==> config.mk <==
export PLATFORM = sky130hd
export DESIGN_NAME = ss_hiccup_supervisor
export DESIGN_NICKNAME = d
export VERILOG_FILES = /design/src/rtl/ss_hiccup_pkg.sv /design/src/rtl/ss_level_counter.sv /design/src/rtl/ss_oneshot.sv /design/src/rtl/ss_hiccup_supervisor.sv
export SDC_FILE = /design/constraint.sdc
export NUM_CORES = 1
export LEC_CHECK = 0
export BUFFER_PORTS_ARGS = -buffer_cell sky130_fd_sc_hd__buf_2
export CELL_PAD_IN_SITES_DETAIL_PLACEMENT = 1
export CELL_PAD_IN_SITES_GLOBAL_PLACEMENT = 1
export CORE_MARGIN = 5
export CORE_UTILIZATION = 46
export CTS_CLUSTER_DIAMETER = 50
export DETAILED_ROUTE_END_ITERATION = 8
export PLACE_DENSITY_LB_ADDON = 0.1
export SLEW_MARGIN = 20
export SYNTH_ARGS = -nofsm -noshare
export SYNTH_HDL_FRONTEND = slang
export SYNTH_SLANG_ARGS = --single-unit
==> constraint.sdc <==
create_clock -name clk -period 8.9 [get_ports clk]
set_clock_uncertainty 0.05 [all_clocks]
set_input_delay 0 -clock clk [delete_from_list [all_inputs] [get_ports clk]]
set_output_delay 0 -clock clk [all_outputs]
set_load 0.01 [all_outputs]
==> src/rtl/ss_hiccup_pkg.sv <==
package ss_hiccup_pkg;

    typedef enum logic [1:0] {
        SS_RESTART = 2'd0,
        SS_RAMP    = 2'd1,
        SS_RUN     = 2'd2,
        SS_OC_HOLD = 2'd3
    } ss_state_e;

    typedef enum logic [1:0] {
        LV_HOLD = 2'd0,
        LV_UP   = 2'd1,
        LV_DOWN = 2'd2
    } lvl_op_e;

endpackage

==> src/rtl/ss_level_counter.sv <==
module ss_level_counter
    import ss_hiccup_pkg::*;
#(
    parameter int LVL_W       = 12,
    parameter int LVL_CLAMP   = 400,
    parameter int CHARGE_STEP = 5,
    parameter int DRAIN_STEP  = 1
) (
    input  logic             clk,
    input  logic             rst_n,
    input  logic             tick,
    input  lvl_op_e          op,
    output logic [LVL_W-1:0] lvl_q,
    output logic [LVL_W-1:0] lvl_nxt
);
    localparam logic [LVL_W-1:0] CLAMP_C  = LVL_W'(LVL_CLAMP);
    localparam logic [LVL_W-1:0] CHARGE_C = LVL_W'(CHARGE_STEP);
    localparam logic [LVL_W-1:0] DRAIN_C  = LVL_W'(DRAIN_STEP);

    always_comb begin
        lvl_nxt = lvl_q;
        if (tick) begin
            unique case (op)
                LV_UP:   lvl_nxt = (lvl_q >= CLAMP_C - CHARGE_C) ? CLAMP_C : lvl_q + CHARGE_C;
                LV_DOWN: lvl_nxt = (lvl_q <= DRAIN_C) ? '0 : lvl_q - DRAIN_C;
                default: lvl_nxt = lvl_q;
            endcase
        end
    end

    always_ff @(posedge clk or negedge rst_n) begin
        if (!rst_n) lvl_q <= '0;
        else        lvl_q <= lvl_nxt;
    end

    AST_LEVEL_ONLY_ON_TICK: assert property (@(posedge clk) disable iff (!rst_n)
        !tick |=> $stable(lvl_q));
    AST_LEVEL_CLAMPED: assert property (@(posedge clk) disable iff (!rst_n)
        lvl_q <= CLAMP_C);

endmodule

==> src/rtl/ss_oneshot.sv <==
module ss_oneshot #(
    parameter int OS_TICKS = 6,
    localparam int OS_W    = $clog2(OS_TICKS + 1)
) (
    input  logic clk,
    input  logic rst_n,
    input  logic tick,
    input  logic clear,
    input  logic trigger,
    output logic active,
    output logic last
);
    localparam logic [OS_W-1:0] LOAD_C = OS_W'(OS_TICKS);

    logic [OS_W-1:0] cnt_q;

    always_ff @(posedge clk or negedge rst_n) begin
        if (!rst_n)                     cnt_q <= '0;
        else if (clear)                 cnt_q <= '0;
        else if (tick && trigger)       cnt_q <= LOAD_C;
        else if (tick && cnt_q != '0)   cnt_q <= cnt_q - OS_W'(1);
    end

    assign active = (cnt_q != '0);
    assign last   = (cnt_q == OS_W'(1));

    AST_ONESHOT_BOUND: assert property (@(posedge clk) disable iff (!rst_n)
        cnt_q <= LOAD_C);

endmodule

==> src/rtl/ss_hiccup_supervisor.sv <==
module ss_hiccup_supervisor
    import ss_hiccup_pkg::*;
#(
    parameter int LVL_W       = 12,
    parameter int LVL_CLAMP   = 400,
    parameter int LVL_DONE    = 350,
    parameter int LVL_TRIP    = 390,
    parameter int LVL_RESET   = 27,
    parameter int CHARGE_STEP = 5,
    parameter int DRAIN_STEP  = 1,
    parameter int OS_TICKS    = 6
) (
    input  logic             clk,
    input  logic             rst_n,
    input  logic             tick,
    input  logic             oc_flag,
    input  logic             uv_flag,
    input  logic             ot_flag,
    output logic [LVL_W-1:0] ss_level,
    output logic             ss_done,
    output logic             out_disable
);
    localparam logic [LVL_W-1:0] DONE_C  = LVL_W'(LVL_DONE);
    localparam logic [LVL_W-1:0] TRIP_C  = LVL_W'(LVL_TRIP);
    localparam logic [LVL_W-1:0] RESET_C = LVL_W'(LVL_RESET);

    ss_state_e        st_q, st_d;
    lvl_op_e          lvl_op;
    logic [LVL_W-1:0] lvl_q, lvl_nxt;
    logic             os_active, os_last, os_clear, fault;

    assign fault = uv_flag | ot_flag;

    ss_level_counter #(
        .LVL_W(LVL_W), .LVL_CLAMP(LVL_CLAMP),
        .CHARGE_STEP(CHARGE_STEP), .DRAIN_STEP(DRAIN_STEP)
    ) u_level (
        .clk(clk), .rst_n(rst_n), .tick(tick), .op(lvl_op),
        .lvl_q(lvl_q), .lvl_nxt(lvl_nxt)
    );

    assign os_clear = (st_q == SS_RESTART) || (st_q == SS_RAMP);

    ss_oneshot #(.OS_TICKS(OS_TICKS)) u_oneshot (
        .clk(clk), .rst_n(rst_n), .tick(tick), .clear(os_clear),
        .trigger(oc_flag), .active(os_active), .last(os_last)
    );

    // level operation chosen by state
    always_comb begin
        unique case (st_q)
            SS_RESTART: lvl_op = (lvl_q > RESET_C) ? LV_DOWN : LV_HOLD;
            SS_RAMP:    lvl_op = LV_UP;
            SS_RUN:     lvl_op = oc_flag ? LV_HOLD : LV_UP;
            SS_OC_HOLD: lvl_op = LV_DOWN;
            default:    lvl_op = LV_HOLD;
        endcase
    end

    // next-state logic; fault is set-dominant over every transition
    always_comb begin
        st_d = st_q;
        unique case (st_q)
            SS_RESTART: if (tick && lvl_q <= RESET_C) st_d = SS_RAMP;
            SS_RAMP:    if (tick && lvl_nxt > DONE_C) st_d = SS_RUN;
            SS_RUN:     if (tick && oc_flag) st_d = SS_OC_HOLD;
            SS_OC_HOLD: begin
                if (tick) begin
                    if (lvl_nxt <= TRIP_C)        st_d = SS_RESTART;
                    else if (!oc_flag && os_last) st_d = SS_RUN;
                end
            end
            default:    st_d = SS_RESTART;
        endcase
        if (fault) st_d = SS_RESTART;
    end

    always_ff @(posedge clk or negedge rst_n) begin
        if (!rst_n) st_q <= SS_RESTART;
        else        st_q <= st_d;
    end

    always_comb begin
        ss_level    = lvl_q;
        ss_done     = (st_q == SS_RUN) || (st_q == SS_OC_HOLD);
        out_disable = (st_q == SS_RESTART);
    end

    AST_FAULT_FORCES_OFF: assert property (@(posedge clk) disable iff (!rst_n)
        fault |=> out_disable);
    AST_DONE_ABOVE_CODE: assert property (@(posedge clk) disable iff (!rst_n)
        $rose(ss_done) |-> ss_level > DONE_C);
    AST_TRIP_AT_CODE: assert property (@(posedge clk) disable iff (!rst_n)
        ($rose(out_disable) && !$past(fault)) |-> ss_level <= TRIP_C);
    AST_RESTART_EXIT_LOW: assert property (@(posedge clk) disable iff (!rst_n)
        $fell(out_disable) |-> ss_level <= RESET_C);
    AST_DRAIN_TIMER_RUNS: assert property (@(posedge clk) disable iff (!rst_n)
        (st_q == SS_OC_HOLD) |-> os_active);

endmodule

==> results.rst, run 1 <==
.. list-table::
   :header-rows: 1

   * - Metric
     - Value
   * - Run status
     - complete, no violations
   * - Type of destination of the critical path
     - flip-flop
   * - CP Class
     - flip-flop to flip-flop
   * - Most common cell in the synthesized netlist
     - sky130_fd_sc_hd__nand2_1
   * - First-pass GRT wire length
     - 9340 µm
   * - Most frequently used flop master after synthesis
     - sky130_fd_sc_hd__dfrtp_1
   * - Critical path data arrival time
     - 3.95 ns
   * - Source of the critical timing path
     - u_level.lvl_q[7]
   * - Most common library cells after synthesis
     - sky130_fd_sc_hd__nand2_1 (28), sky130_fd_sc_hd__dfrtp_1 (17), sky130_fd_sc_hd__inv_1 (17), sky130_fd_sc_hd__nor2_1 (15), sky130_fd_sc_hd__nor3_1 (14)
   * - Number of DRC violations after detailed routing
     - 0
   * - Ant diodes
     - 0
   * - TritonCTS clock tree
     - yes
   * - Layout net count
     - 250
   * - Cell type with the largest total area after synthesis
     - sky130_fd_sc_hd__dfrtp_1
   * - Number of buffers created by CTS
     - 3
   * - FP Rows
     - 22
   * - Fin crit share
     - 0.434
   * - Area of the die
     - 4970 µm²
   * - Placed cell area
     - 1760 µm²
   * - DIE WIDTH
     - 70.5 µm
   * - Area of the core
     - 3610 µm²
   * - CP max stage delay
     - 0.63 ns
   * - Total GRT Usage
     - 0.233
   * - Number of H-tree branching levels
     - 1
   * - Setup TNS
     - 0 ns
   * - Final GP Congestion
     - 0.914
   * - Starting utilization of the core area
     - 0.467
   * - Area overhead of the layout relative to synthesis
     - 9.14%
   * - Synth top area share
     - 0.253
   * - Setup slack of the most critical reg-to-reg path
     - 5.04 ns
   * - Syn Nets
     - 238
   * - Post-synthesis instance total
     - 224
   * - Per-instance average area after synthesis
     - 7.51 µm²
   * - Start of the worst register-to-register path
     - u_level.lvl_q[7]
   * - Clock transition at the registers of the reported paths
     - 0.07 ns
   * - Gr ovfl total
     - 0
   * - Final WL
     - 5550 µm
   * - Number of flip-flops and latches in the synthesized netlist
     - 17
   * - Share of synthesized area occupied by flip-flops and latches
     - 0.253
   * - Maximum fanout count along the critical path
     - 13
   * - Max_cap viols
     - 0
   * - Number of warning messages in the yosys log
     - 0
   * - Capturing point of the worst reg2reg path
     - st_q[1]
   * - Worst Setup EP
     - st_q[1]
   * - Slowest-stage cell, CP
     - sky130_fd_sc_hd__or4_4
   * - Detailed Route Iter0 Violations
     - 162
   * - Number of buffers inserted by port buffering
     - 19
   * - Yosys cell types
     - 52
   * - Relative slew slack
     - 0.482
   * - Source of the worst hold timing path
     - oc_flag
   * - Number of optimization iterations in the first detailed-route pass
     - 4
   * - Peak supply drop
     - 0.0000686 V
   * - Total non-filler cell area in the finished layout
     - 1840 µm²
   * - Area of the mapped netlist
     - 1680 µm²
   * - Post-CTS setup buffer count
     - 0
   * - HPWL reported at the end of detailed placement
     - 4200 µm
   * - Total vias in the final route
     - 1848
   * - Leading post-synthesis cells by cell area
     - sky130_fd_sc_hd__dfrtp_1 (25%), sky130_fd_sc_hd__nand2_1 (6.2%), sky130_fd_sc_hd__ha_1 (5.9%), sky130_fd_sc_hd__nor3_1 (4.2%), sky130_fd_sc_hd__inv_1 (3.8%)
   * - Cell breakdown of the critical path
     - or4_4, o31ai_1, nand2_1, ha_1, nand2b_1, o41ai_1, a21oi_1, nor3_1, nand3_1, o32a_1, o2bb2ai_1
   * - Detail-routed net length per standard cell
     - 19.6 µm
   * - Final Hold Viols
     - 0
   * - Worst hold-check path type
     - input port to flip-flop
   * - Pin count of the biggest net entering global routing
     - 20
   * - Clock Tree Root
     - sky130_fd_sc_hd__clkbuf_8
   * - Element type at the critical path start
     - flip-flop
   * - Skew-Pair Late Insertion Delay
     - 0.26 ns
   * - Static Leakage
     - 0.829 nW
   * - I/O Pins
     - 20
   * - Path depth of the worst reg2reg path
     - 11
   * - Die height
     - 70.5 µm
   * - Required time of the critical path
     - 8.99 ns
   * - Worst Max-Slew Pin Slew
     - 0.771 ns
   * - Via density
     - 6.53
   * - Number of global-route vias before repair
     - 1861
   * - CTS Buffer Depth
     - 2
   * - Initial antenna violation count
     - 0
   * - Async SR Flop Fraction
     - 1.00
   * - Fraction of final layout cells with drive strength greater than 1
     - 0.153
   * - Final min period
     - 3.86 ns
   * - Final Setup Violations
     - 0
   * - Total clock sinks
     - 17
   * - Unrepaired setup endpoints after global routing
     - no
   * - Maximum frequency from static timing analysis
     - 0.259 GHz
   * - Antenna violation net count after detailed routing
     - 0
   * - Pwr/cell area
     - 108 nW/µm²
   * - Max Transition Viols Final
     - 0
   * - Post-synth EDFFs
     - 0
[cell type report]
class	instances	area [µm²]
clock buffer	4	45.0
fill	472	1770
inverter	17	63.8
multi-input combinational	174	1110
sequential	17	425
tap	48	60.1
timing repair buffer	23	133
[worst min path at each step]
stage / depth (start not counted) / endpoint / slack, ns
detailed placement: 1 / u_level.lvl_q[9] / -0.09
finish: 4 / u_oneshot.cnt_q[0] / 0.04
floorplan: 0 / st_q[0] / -0.35
CTS: 4 / u_oneshot.cnt_q[0] / 0.05
global placement: 1 / u_level.lvl_q[9] / -0.1
global route: 4 / u_oneshot.cnt_q[0] / 0.09
[sequential cells by signal (all words and copies together), names as in the netlist]
register and count:
u_level.lvl_q 12, st_q 2, u_oneshot.cnt_q 3
[worst max-delay path: cells and delay by family (launching register included)]
family,cells,cell delay (ns)
AO/OA/AOI/OAI,5,1.24
adder cells (fa/ha/maj),1,0.30
flip-flops,1,0.51
AND/OR/NAND/NOR,5,1.64
[placed cells by master (no fill, tap or decap), types with 3 or more instances in the layout]
cell	n
sky130_fd_sc_hd__a211oi_1	3
sky130_fd_sc_hd__a21oi_1	9
sky130_fd_sc_hd__a31oi_1	4
sky130_fd_sc_hd__and2_1	3
sky130_fd_sc_hd__buf_2	19
sky130_fd_sc_hd__clkbuf_8	3
sky130_fd_sc_hd__dfrtp_1	17
sky130_fd_sc_hd__dlygate4sd3_1	3
sky130_fd_sc_hd__ha_1	8
sky130_fd_sc_hd__inv_1	17
sky130_fd_sc_hd__nand2_1	28
sky130_fd_sc_hd__nand2b_1	4
sky130_fd_sc_hd__nand3_1	5
sky130_fd_sc_hd__nand4_1	4
sky130_fd_sc_hd__nor2_1	15
sky130_fd_sc_hd__nor2b_1	3
sky130_fd_sc_hd__nor3_1	14
sky130_fd_sc_hd__nor4_1	4
sky130_fd_sc_hd__o2111ai_1	3
sky130_fd_sc_hd__o21ai_0	11
sky130_fd_sc_hd__o22ai_1	3
sky130_fd_sc_hd__o31ai_1	5
sky130_fd_sc_hd__o41ai_1	3
sky130_fd_sc_hd__or2_2	6
sky130_fd_sc_hd__or4_1	3
[cell families (layout without fill, tap and decap cells)]
| logic type | after synthesis | count (layout) | share of synthesized area |
|---|---|---|---|
| AO/OA/AOI/OAI | 65 | 65 | 0.288 |
| adder cells (fa/ha/maj) | 8 | 8 | 0.0595 |
| buffers and inverters | 33 | 44 | 0.0877 |
| flip-flops | 17 | 17 | 0.253 |
| AND/OR/NAND/NOR | 101 | 101 | 0.312 |
[what timing repair did]
action | in CTS | in global routing
hold buffers | 3 | 0
hold endpoints to repair | 19 | 0
resized for setup | 0 | 0
[layer usage]
layer  global-route usage  routed length, µm  up-vias
met5                    0                  0        -
met4                0.100                207        0
met3               0.0331                259       22
met2                0.393               2680       60
met1                0.293               2410      906
li1                     -                  -      860
[per-stage QoR]
stage	instances	hold WS, ns	setup WS, ns	util	power, mW
floorplan	224	-0.346	5.43	-	0.120
global placement	276	-0.0988	5.25	0.489	0.135
detailed placement	276	-0.0921	5.11	0.489	0.137
CTS	283	0.0538	5.06	0.509	0.197
global route	283	0.0906	4.81	0.509	0.208
finish	283	0.0448	5.04	0.509	0.198
[power by group]
group | switching (mW) | internal, mW
clock | 0.0286 | 0.0318
combinational | 0.0343 | 0.0174
sequential | 0.00639 | 0.0793
Note: power is estimated with default switching activity, not from simulation.
==> run 2, diff against run 1 <==
Settings changed: ABC_AREA set to 1, CORE_UTILIZATION 46 to 37.
Clock period 8.9 ns to 3.4 ns, I/O delays scaled along.
==> results.rst, run 2 <==
.. list-table::
   :header-rows: 1

   * - Metric
     - Value
   * - Antenna violation net count after detailed routing
     - 0 (unchanged)
   * - Clock Tree Root
     - sky130_fd_sc_hd__clkbuf_8
   * - Layout net count
     - 329 (+32%)
   * - Area overhead of the layout relative to synthesis
     - 11.8%
   * - Yosys cell types
     - 33 (-37%)
   * - Ant diodes
     - 0 (unchanged)
   * - Syn Nets
     - 308 (+29%)
   * - Total power after layout
     - 1.70 mW (+760%)
   * - HPWL reported at the end of detailed placement
     - 4430 µm (+5.4%)
   * - Detail-routed net length per standard cell
     - 14.3 µm (-27%)
   * - First-pass GRT wire length
     - 9380 µm (+0.37%)
   * - Capturing point of the worst reg2reg path
     - st_q[1]
   * - Most frequent cells in the layout
     - sky130_fd_sc_hd__nand2_1 (89), sky130_fd_sc_hd__inv_1 (41), sky130_fd_sc_hd__nor2_1 (35), sky130_fd_sc_hd__nand3_1 (26), sky130_fd_sc_hd__buf_2 (19)
   * - Most numerous cell on the critical path
     - sky130_fd_sc_hd__nand2_1
   * - Number of buffers inserted by port buffering
     - 19 (unchanged)
   * - Final min period
     - 3.09 ns (-0.775 ns)
   * - Fraction of final layout cells with drive strength greater than 1
     - 0.229 (+0.0761)
   * - Run status
     - complete, no violations
   * - Synth top area share
     - 0.233 (-0.0201)
   * - Async SR Flop Fraction
     - 1.00 (unchanged)
   * - Placed cell area
     - 1990 µm² (+13%)
   * - Number of DRC violations after detailed routing
     - 0 (unchanged)
   * - Final core utilization
     - 0.430 (-0.0796)
   * - Fin crit share
     - 0.907 (+0.474)
   * - I/O Pins
     - 20 (unchanged)
   * - Via density
     - 4.80 (-27%)
   * - Total clock sinks
     - 17 (unchanged)
   * - Post-synth EDFFs
     - 0 (unchanged)
   * - Pwr/cell area
     - 834 nW/µm² (+670%)
   * - Number of warning messages in the yosys log
     - 0 (unchanged)
   * - Instance count after placement with tap cells included
     - 376 (+36%)
   * - Hold Slack
     - 0.0900 ns (+0.0453 ns)
   * - Peak supply drop
     - 0.000342 V (+400%)
   * - Source of the critical timing path
     - u_level.lvl_q[6]
   * - Required time of the critical path
     - 3.51 ns (-5.48 ns)
   * - Gr ovfl total
     - 0 (unchanged)
   * - Number of optimization iterations in the first detailed-route pass
     - 4 (unchanged)
   * - Number of H-tree branching levels
     - 1 (unchanged)
   * - Unrepaired setup endpoints after global routing
     - no
   * - Leading cell type in the layout, fill and taps excluded
     - sky130_fd_sc_hd__nand2_1
   * - Family of cells with the greatest summed delay on the critical path
     - simple AND/OR/NAND/NOR gates
   * - Largest regs
     - u_level.lvl_q: 12 flops, u_oneshot.cnt_q: 3 flops, st_q: 2 flops
   * - Final WL
     - 5430 µm (-2.2%)
   * - CP Class
     - flip-flop to flip-flop
   * - Largest register by flop count
     - u_level.lvl_q
   * - TritonCTS clock tree
     - yes
   * - Worst Setup EP
     - st_q[1]
   * - Maximum fanout count along the critical path
     - 12 (-1)
   * - Clock transition at the registers of the reported paths
     - 0.08 ns (about the same)
   * - Number of buffers created by CTS
     - 3 (unchanged)
   * - Relative slew slack
     - 0.701 (+0.219)
   * - Total vias in the final route
     - 1827 (-1.1%)
   * - Element type at the critical path start
     - flip-flop
   * - Max_cap viols
     - 0 (unchanged)
   * - Type of destination of the critical path
     - flip-flop
   * - Per-instance average area after synthesis
     - 6.22 µm² (-17%)
   * - CTS Buffer Depth
     - 2 (unchanged)
   * - Worst Max-Slew Pin Slew
     - 0.446 ns (-0.325 ns)
   * - FP Rows
     - 25 (+14%)
   * - Non-filler instance count after layout
     - 381 (+35%)
   * - Most frequently used flop master after synthesis
     - sky130_fd_sc_hd__dfrtp_1
   * - Final Setup Violations
     - 0 (unchanged)
   * - Cell breakdown of the critical path
     - nor2_2, nand2_2, nor2_4, o21ai_0, a21oi_1, inv_1, ha_1, nor2_1, buf_4, nand2_1, inv_1, nand2_1, nand2_2, nand2_1, nor2_1, nand2_1, nand2_2, nand2_2, a21oi_4, nand2_2, nand2_1, nand2_1
   * - Total GRT Usage
     - 0.187 (-0.0456)
   * - Total non-filler cell area in the finished layout
     - 2040 µm² (+11%)
   * - Final Hold Viols
     - 0 (unchanged)
   * - DIE WIDTH
     - 80.3 µm (+14%)
   * - Worst hold-check path type
     - input port to flip-flop
   * - Max Transition Viols Final
     - 0 (unchanged)
   * - Slowest-stage cell, CP
     - sky130_fd_sc_hd__dfrtp_1
   * - Area of the core
     - 4750 µm² (+32%)
   * - Share of synthesized area occupied by flip-flops and latches
     - 0.233 (-0.0201)
   * - Skew-Pair Late Insertion Delay
     - 0.26 ns (about the same)
   * - Minimum setup slack after placement
     - 0.262 ns (-4.85 ns)
   * - Final GP Congestion
     - 0.810 (-11%)
   * - Number of global-route vias before repair
     - 1929 (+3.7%)
   * - Logic depth of the worst setup path including buffers
     - 22 (+11)
   * - Detailed Route Iter0 Violations
     - 90 (-44%)
   * - Starting utilization of the core area
     - 0.384 (-0.0822)
   * - Maximum frequency from static timing analysis
     - 0.324 GHz (+25%)
   * - Post-synthesis instance total
     - 294 (+31%)
   * - Setup slack of the most critical reg-to-reg path
     - 0.31 ns (-4.72 ns)
   * - Path depth of the worst reg2reg path
     - 22 (+11)
   * - Cell type with the largest total area after synthesis
     - sky130_fd_sc_hd__dfrtp_1
   * - CP max stage delay
     - 0.47 ns (-0.16 ns)
   * - Most common cell in the synthesized netlist
     - sky130_fd_sc_hd__nand2_1
   * - Critical path data arrival time
     - 3.19 ns (-0.76 ns)
   * - Area of the die
     - 6450 µm² (+30%)
   * - Buffers & Inverters on Critical Path
     - 3 (+3)
   * - Leading post-synthesis cells by cell area
     - sky130_fd_sc_hd__dfrtp_1 (23%), sky130_fd_sc_hd__nand2_1 (18%), sky130_fd_sc_hd__inv_1 (8.6%), sky130_fd_sc_hd__nor2_1 (7.2%), sky130_fd_sc_hd__nand3_1 (7.1%)
   * - Static Leakage
     - 1.05 nW (+27%)
   * - Initial antenna violation count
     - 0 (unchanged)
   * - Count of filler cells inserted in the layout
     - 675 (+43%)
   * - Most common library cells after synthesis
     - sky130_fd_sc_hd__nand2_1 (89), sky130_fd_sc_hd__inv_1 (42), sky130_fd_sc_hd__nor2_1 (35), sky130_fd_sc_hd__nand3_1 (26)
   * - Pin count of the biggest net entering global routing
     - 18 (-10%)
   * - Area of the mapped netlist
     - 1830 µm² (+8.6%)
   * - Setup TNS
     - 0 ns (unchanged)
   * - Start of the worst register-to-register path
     - u_level.lvl_q[6]
   * - Number of flip-flops and latches in the synthesized netlist
     - 17 (unchanged)
   * - Largest register FFs
     - 12 (unchanged)
   * - Die height
     - 80.3 µm (+14%)
   * - Setup WS post-layout
     - 0.315 ns (-4.72 ns)
-- run 2: cell types whose count changed after synthesis, moves of 10 or more --
cell,delta
sky130_fd_sc_hd__nor2_1,+20
sky130_fd_sc_hd__nand2_1,+61
sky130_fd_sc_hd__nor2_2,+10
sky130_fd_sc_hd__nand2_2,+17
sky130_fd_sc_hd__inv_1,+25
sky130_fd_sc_hd__nor3_1,-13
sky130_fd_sc_hd__nand3_1,+21
-- run 2: worst min-delay path by stage --
stage | depth (start not counted) | to | startpoint
3_3_place_gp | 1 | u_level.lvl_q[7] | rst_n
3_5_place_dp | 1 | u_level.lvl_q[7] | rst_n
6_report | 5 | st_q[1] | tick
5_1_grt | 5 | st_q[1] | tick
2_1_floorplan | 0 | st_q[0] | rst_n
4_1_cts | 5 | st_q[1] | tick
-- run 2: layer usage --
| layer | share of wire | global-route usage |
|---|---|---|
| met1 | 0.49 | 0.254 |
| met2 | 0.47 | 0.315 |
| met3 | 0.024 | 0.0224 |
| met4 | 0.0079 | 0.0456 |
| met5 | 0 | 0 |
-- run 2: final cells by class --
| class | instances | area (µm²) | area share |
|---|---|---|---|
| clock buffer | 3 | 41.3 | 0.0202 |
| sequential | 17 | 425 | 0.208 |
| timing repair buffer | 22 | 120 | 0.0588 |
| tap | 67 | 83.8 | 0.0410 |
| clock inverter | 1 | 5.00 | 0.00245 |
| inverter | 47 | 179 | 0.0876 |
| multi-input combinational | 224 | 1190 | 0.582 |
-- run 2: power by group --
part / leakage (nW) / switching (mW) / internal (mW)
registers: 0.206 / 0.167 / 0.278
logic: 0.822 / 0.722 / 0.371
clock network: 0.0255 / 0.0855 / 0.0817
total: 1.05 / 0.974 / 0.730
-- run 2: worst reg2reg max path, stage by stage, from the launching register on --
cell	delay, ns
sky130_fd_sc_hd__dfrtp_1	0.47
sky130_fd_sc_hd__nor2_2	0.20
sky130_fd_sc_hd__nand2_2	0.08
sky130_fd_sc_hd__nor2_4	0.13
sky130_fd_sc_hd__o21ai_0	0.13
sky130_fd_sc_hd__a21oi_1	0.20
sky130_fd_sc_hd__inv_1	0.06
sky130_fd_sc_hd__ha_1	0.27
sky130_fd_sc_hd__nor2_1	0.16
sky130_fd_sc_hd__buf_4	0.23
sky130_fd_sc_hd__nand2_1	0.07
sky130_fd_sc_hd__inv_1	0.05
sky130_fd_sc_hd__nand2_1	0.05
sky130_fd_sc_hd__nand2_2	0.09
sky130_fd_sc_hd__nand2_1	0.06
sky130_fd_sc_hd__nor2_1	0.12
sky130_fd_sc_hd__nand2_1	0.08
sky130_fd_sc_hd__nand2_2	0.07
sky130_fd_sc_hd__nand2_2	0.06
sky130_fd_sc_hd__a21oi_4	0.15
sky130_fd_sc_hd__nand2_2	0.07
sky130_fd_sc_hd__nand2_1	0.06
sky130_fd_sc_hd__nand2_1	0.05
-- run 2: kinds of logic after synthesis --
family,Yosys count,share of synthesized area
AO/OA/AOI/OAI,19,0.0739
XOR/XNOR,6,0.0287
adder cells (fa/ha/maj),8,0.0548
buffers and inverters,53,0.117
flip-flops,17,0.233
AND/OR/NAND/NOR,191,0.493
-- run 2: what timing repair did --
| item | CTS | global route |
|---|---|---|
| setup endpoints to repair | 0 | 2 |
| hold buffers | 1 | 0 |
| setup buffers | 0 | 0 |
| resized for setup | 0 | 1 |
| endpoints found under the hold margin | 17 | 0 |
==> run 3, diff against run 2 <==
Settings changed: CORE_UTILIZATION 37 to 38, CTS_BUF_LIST set to sky130_fd_sc_hd__clkbuf_4, SLEW_MARGIN 20 to not set.
==> results.rst, run 3 (synthesis results as in run 2) <==
.. list-table::
   :header-rows: 1

   * - Metric
     - Value
   * - Run status
     - complete, no violations
   * - Number of global-route vias before repair
     - 1885 (-2.3%)
   * - Max Transition Viols Final
     - 0 (unchanged)
   * - Number of buffers created by CTS
     - 3 (unchanged)
   * - Fin crit share
     - 0.891 (-0.0163)
   * - Cell-internal power
     - 0.716 mW (-1.9%)
   * - Most frequent cells in the layout
     - sky130_fd_sc_hd__nand2_1 (89), sky130_fd_sc_hd__inv_1 (40), sky130_fd_sc_hd__nor2_1 (35), sky130_fd_sc_hd__nand3_1 (26), sky130_fd_sc_hd__buf_2 (19)
   * - Count of filler cells inserted in the layout
     - 668 (-1.0%)
   * - Antenna violation net count after detailed routing
     - 0 (unchanged)
   * - Area overhead of the layout relative to synthesis
     - 11.1%
   * - Fraction of final layout cells with drive strength greater than 1
     - 0.240 (+0.0104)
   * - Number of optimization iterations in the first detailed-route pass
     - 4 (unchanged)
   * - Instance count after placement with tap cells included
     - 366 (-2.7%)
   * - Element type at the critical path start
     - flip-flop
   * - Starting utilization of the core area
     - 0.390 (+0.00513)
   * - Type of destination of the critical path
     - flip-flop
   * - CTS Buffer Depth
     - 2 (unchanged)
   * - Clock power share
     - 0.075 (-0.023)
   * - Number of H-tree branching levels
     - 1 (unchanged)
   * - Worst Max-Slew Pin Slew
     - 0.445 ns (-0.000531 ns)
   * - Largest register FFs
     - 12 (unchanged)
   * - Final min period
     - 3.03 ns (-0.0556 ns)
   * - Area of the core
     - 4690 µm² (-1.3%)
   * - Via density
     - 4.99 (+4.2%)
   * - CP Class
     - flip-flop to flip-flop
   * - Die height
     - 79.4 µm (-1.2%)
   * - Number of DRC violations after detailed routing
     - 0 (unchanged)
   * - Unrepaired setup endpoints after global routing
     - no
   * - Worst hold-check path type
     - input port to flip-flop
   * - Post-CTS setup buffer count
     - 0 (unchanged)
   * - Required time of the critical path
     - 3.57 ns (+0.06 ns)
   * - TritonCTS clock tree
     - yes
   * - Area of the multi-input gates
     - 1190 µm² (unchanged)
   * - Peak supply drop
     - 0.000350 V (+2.3%)
   * - Critical path data arrival time
     - 3.20 ns (about the same)
   * - Number of buffers inserted by port buffering
     - 19 (unchanged)
   * - Max_cap viols
     - 0 (unchanged)
   * - Pwr/cell area
     - 835 nW/µm² (about the same)
   * - Static Leakage
     - 1.06 nW (+0.49%)
   * - Maximum frequency from static timing analysis
     - 0.330 GHz (+1.8%)
   * - DIE WIDTH
     - 79.4 µm (-1.2%)
   * - Leading cell type in the layout, fill and taps excluded
     - sky130_fd_sc_hd__nand2_1
   * - Final WL
     - 5320 µm (-2.0%)
   * - Initial antenna violation count
     - 0 (unchanged)
   * - Largest register by flop count
     - u_level.lvl_q
   * - Net switching power of the design
     - 0.979 mW (+0.54%)
   * - Switch share
     - 0.578 (+0.00607)
   * - Gate power share
     - 0.682 (+0.041)
   * - Setup TNS
     - 0 ns (unchanged)
   * - Area of the die
     - 6300 µm² (-2.3%)
   * - Clock transition at the registers of the reported paths
     - 0.13 ns (+0.05 ns)
   * - First-pass GRT wire length
     - 9090 µm (-3.1%)
   * - Skew-Pair Late Insertion Delay
     - 0.31 ns (+0.05 ns)
   * - Ant diodes
     - 0 (unchanged)
   * - Maximum fanout count along the critical path
     - 12 (unchanged)
   * - HPWL reported at the end of detailed placement
     - 4300 µm (-2.8%)
   * - FP Rows
     - 25 (unchanged)
   * - Final GP Congestion
     - 0.829 (+2.3%)
   * - Final Setup Violations
     - 0 (unchanged)
   * - Relative slew slack
     - 0.703 (+0.00215)
   * - Largest regs
     - u_level.lvl_q: 12 flops, u_oneshot.cnt_q: 3 flops, st_q: 2 flops
   * - Gr ovfl total
     - 0 (unchanged)
   * - Total GRT Usage
     - 0.186 (-0.00165)
   * - Detail-routed net length per standard cell
     - 14.3 µm (+0.63%)
   * - Total clock sinks
     - 17 (unchanged)
   * - Layout net count
     - 332 (+0.91%)
   * - Clock Tree Root
     - sky130_fd_sc_hd__clkbuf_4
   * - Final Hold Viols
     - 0 (unchanged)
   * - Non-filler instance count after layout
     - 371 (-2.6%)
   * - Area taken by flip-flops and latches
     - 425 µm² (unchanged)
   * - Reg power frac
     - 0.243 (-0.018)
   * - Detailed Route Iter0 Violations
     - 69 (-23%)
   * - Total vias in the final route
     - 1853 (+1.4%)
   * - I/O Pins
     - 20 (unchanged)
   * - Pin count of the biggest net entering global routing
     - 18 (unchanged)
[run 3: what timing repair did]
item | CTS | global route
endpoints found under the hold margin | 17 | 0
hold buffers | 1 | 0
setup endpoints to repair | 0 | 2
resized for setup | 0 | 2
[run 3: metrics by stage]
stage          setup WS [ns]  total power, mW  utilization  hold slack (ns)  instance area (µm²)
6_report               0.370             1.70        0.433           0.0360                 2030
5_1_grt               0.0473             1.87        0.433           0.0501                 2030
4_1_cts                0.286             1.71        0.433           0.0226                 2030
3_5_place_dp           0.305             1.57        0.425          -0.0651                 1990
3_3_place_gp           0.413             1.55        0.425          -0.0792                 1990
2_1_floorplan          0.594             1.22            -           -0.346                 1830
[run 3: area by class of cell]
type | instances | area share
timing repair buffer | 25 | 0.0702
clock buffer | 3 | 0.0111
inverter | 47 | 0.0881
tap | 54 | 0.0333
clock inverter | 1 | 0.00246
multi-input combinational | 224 | 0.585
sequential | 17 | 0.209
[run 3: worst max-delay path, stage by stage, from the launching register on]
cell	delay, ns
sky130_fd_sc_hd__dfrtp_1	0.50
sky130_fd_sc_hd__inv_2	0.16
sky130_fd_sc_hd__nand2_2	0.09
sky130_fd_sc_hd__nor2_4	0.14
sky130_fd_sc_hd__o21ai_0	0.12
sky130_fd_sc_hd__a21oi_1	0.19
sky130_fd_sc_hd__inv_1	0.06
sky130_fd_sc_hd__ha_1	0.26
sky130_fd_sc_hd__nor2_1	0.17
sky130_fd_sc_hd__buf_4	0.24
sky130_fd_sc_hd__nand2_1	0.08
sky130_fd_sc_hd__inv_1	0.05
sky130_fd_sc_hd__nand2_1	0.05
sky130_fd_sc_hd__nand2_2	0.09
sky130_fd_sc_hd__nand2_1	0.06
sky130_fd_sc_hd__nor2_1	0.11
sky130_fd_sc_hd__nand2_1	0.07
sky130_fd_sc_hd__nand2_2	0.07
sky130_fd_sc_hd__nand2_2	0.06
sky130_fd_sc_hd__a21oi_4	0.15
sky130_fd_sc_hd__nand2_2	0.07
sky130_fd_sc_hd__nand2_1	0.06
sky130_fd_sc_hd__nand2_1	0.05
[run 3: worst paths after layout]
kind | from | end | slack [ns] | cells past startpoint
worst min-delay path | tick | st_q[1] | 0.04 | 5
worst min register to register | u_oneshot.cnt_q[1] | u_oneshot.cnt_q[1] | 0.53 | 2
worst max-delay path | u_level.lvl_q[7] | st_q[1] | 0.37 | 22
max in group asynchronous | rst_n | u_level.lvl_q[3] | 2.90 | 2
min in group asynchronous | rst_n | u_level.lvl_q[1] | 0.10 | 2
worst max register to register | u_level.lvl_q[7] | st_q[1] | 0.37 | 22
[run 3: power by group through the flow]
stage	Combinational [mW]	Sequential, mW	Clock [mW]
floorplan	0.783	0.435	0
global placement	1.14	0.412	0
detailed placement	1.16	0.415	0
CTS	1.17	0.413	0.132
global route	1.30	0.429	0.139
finish	1.16	0.412	0.127
[run 3: per-layer routing]
| layer | vias up | GRT usage | routed length (µm) |
|---|---|---|---|
| met2 | 18 | 0.332 | 2640 |
| met1 | 883 | 0.241 | 2560 |
| met5 | - | 0 | 0 |
| li1 | 950 | - | - |
| met3 | 2 | 0.0147 | 93 |
| met4 | 0 | 0.0412 | 29 |
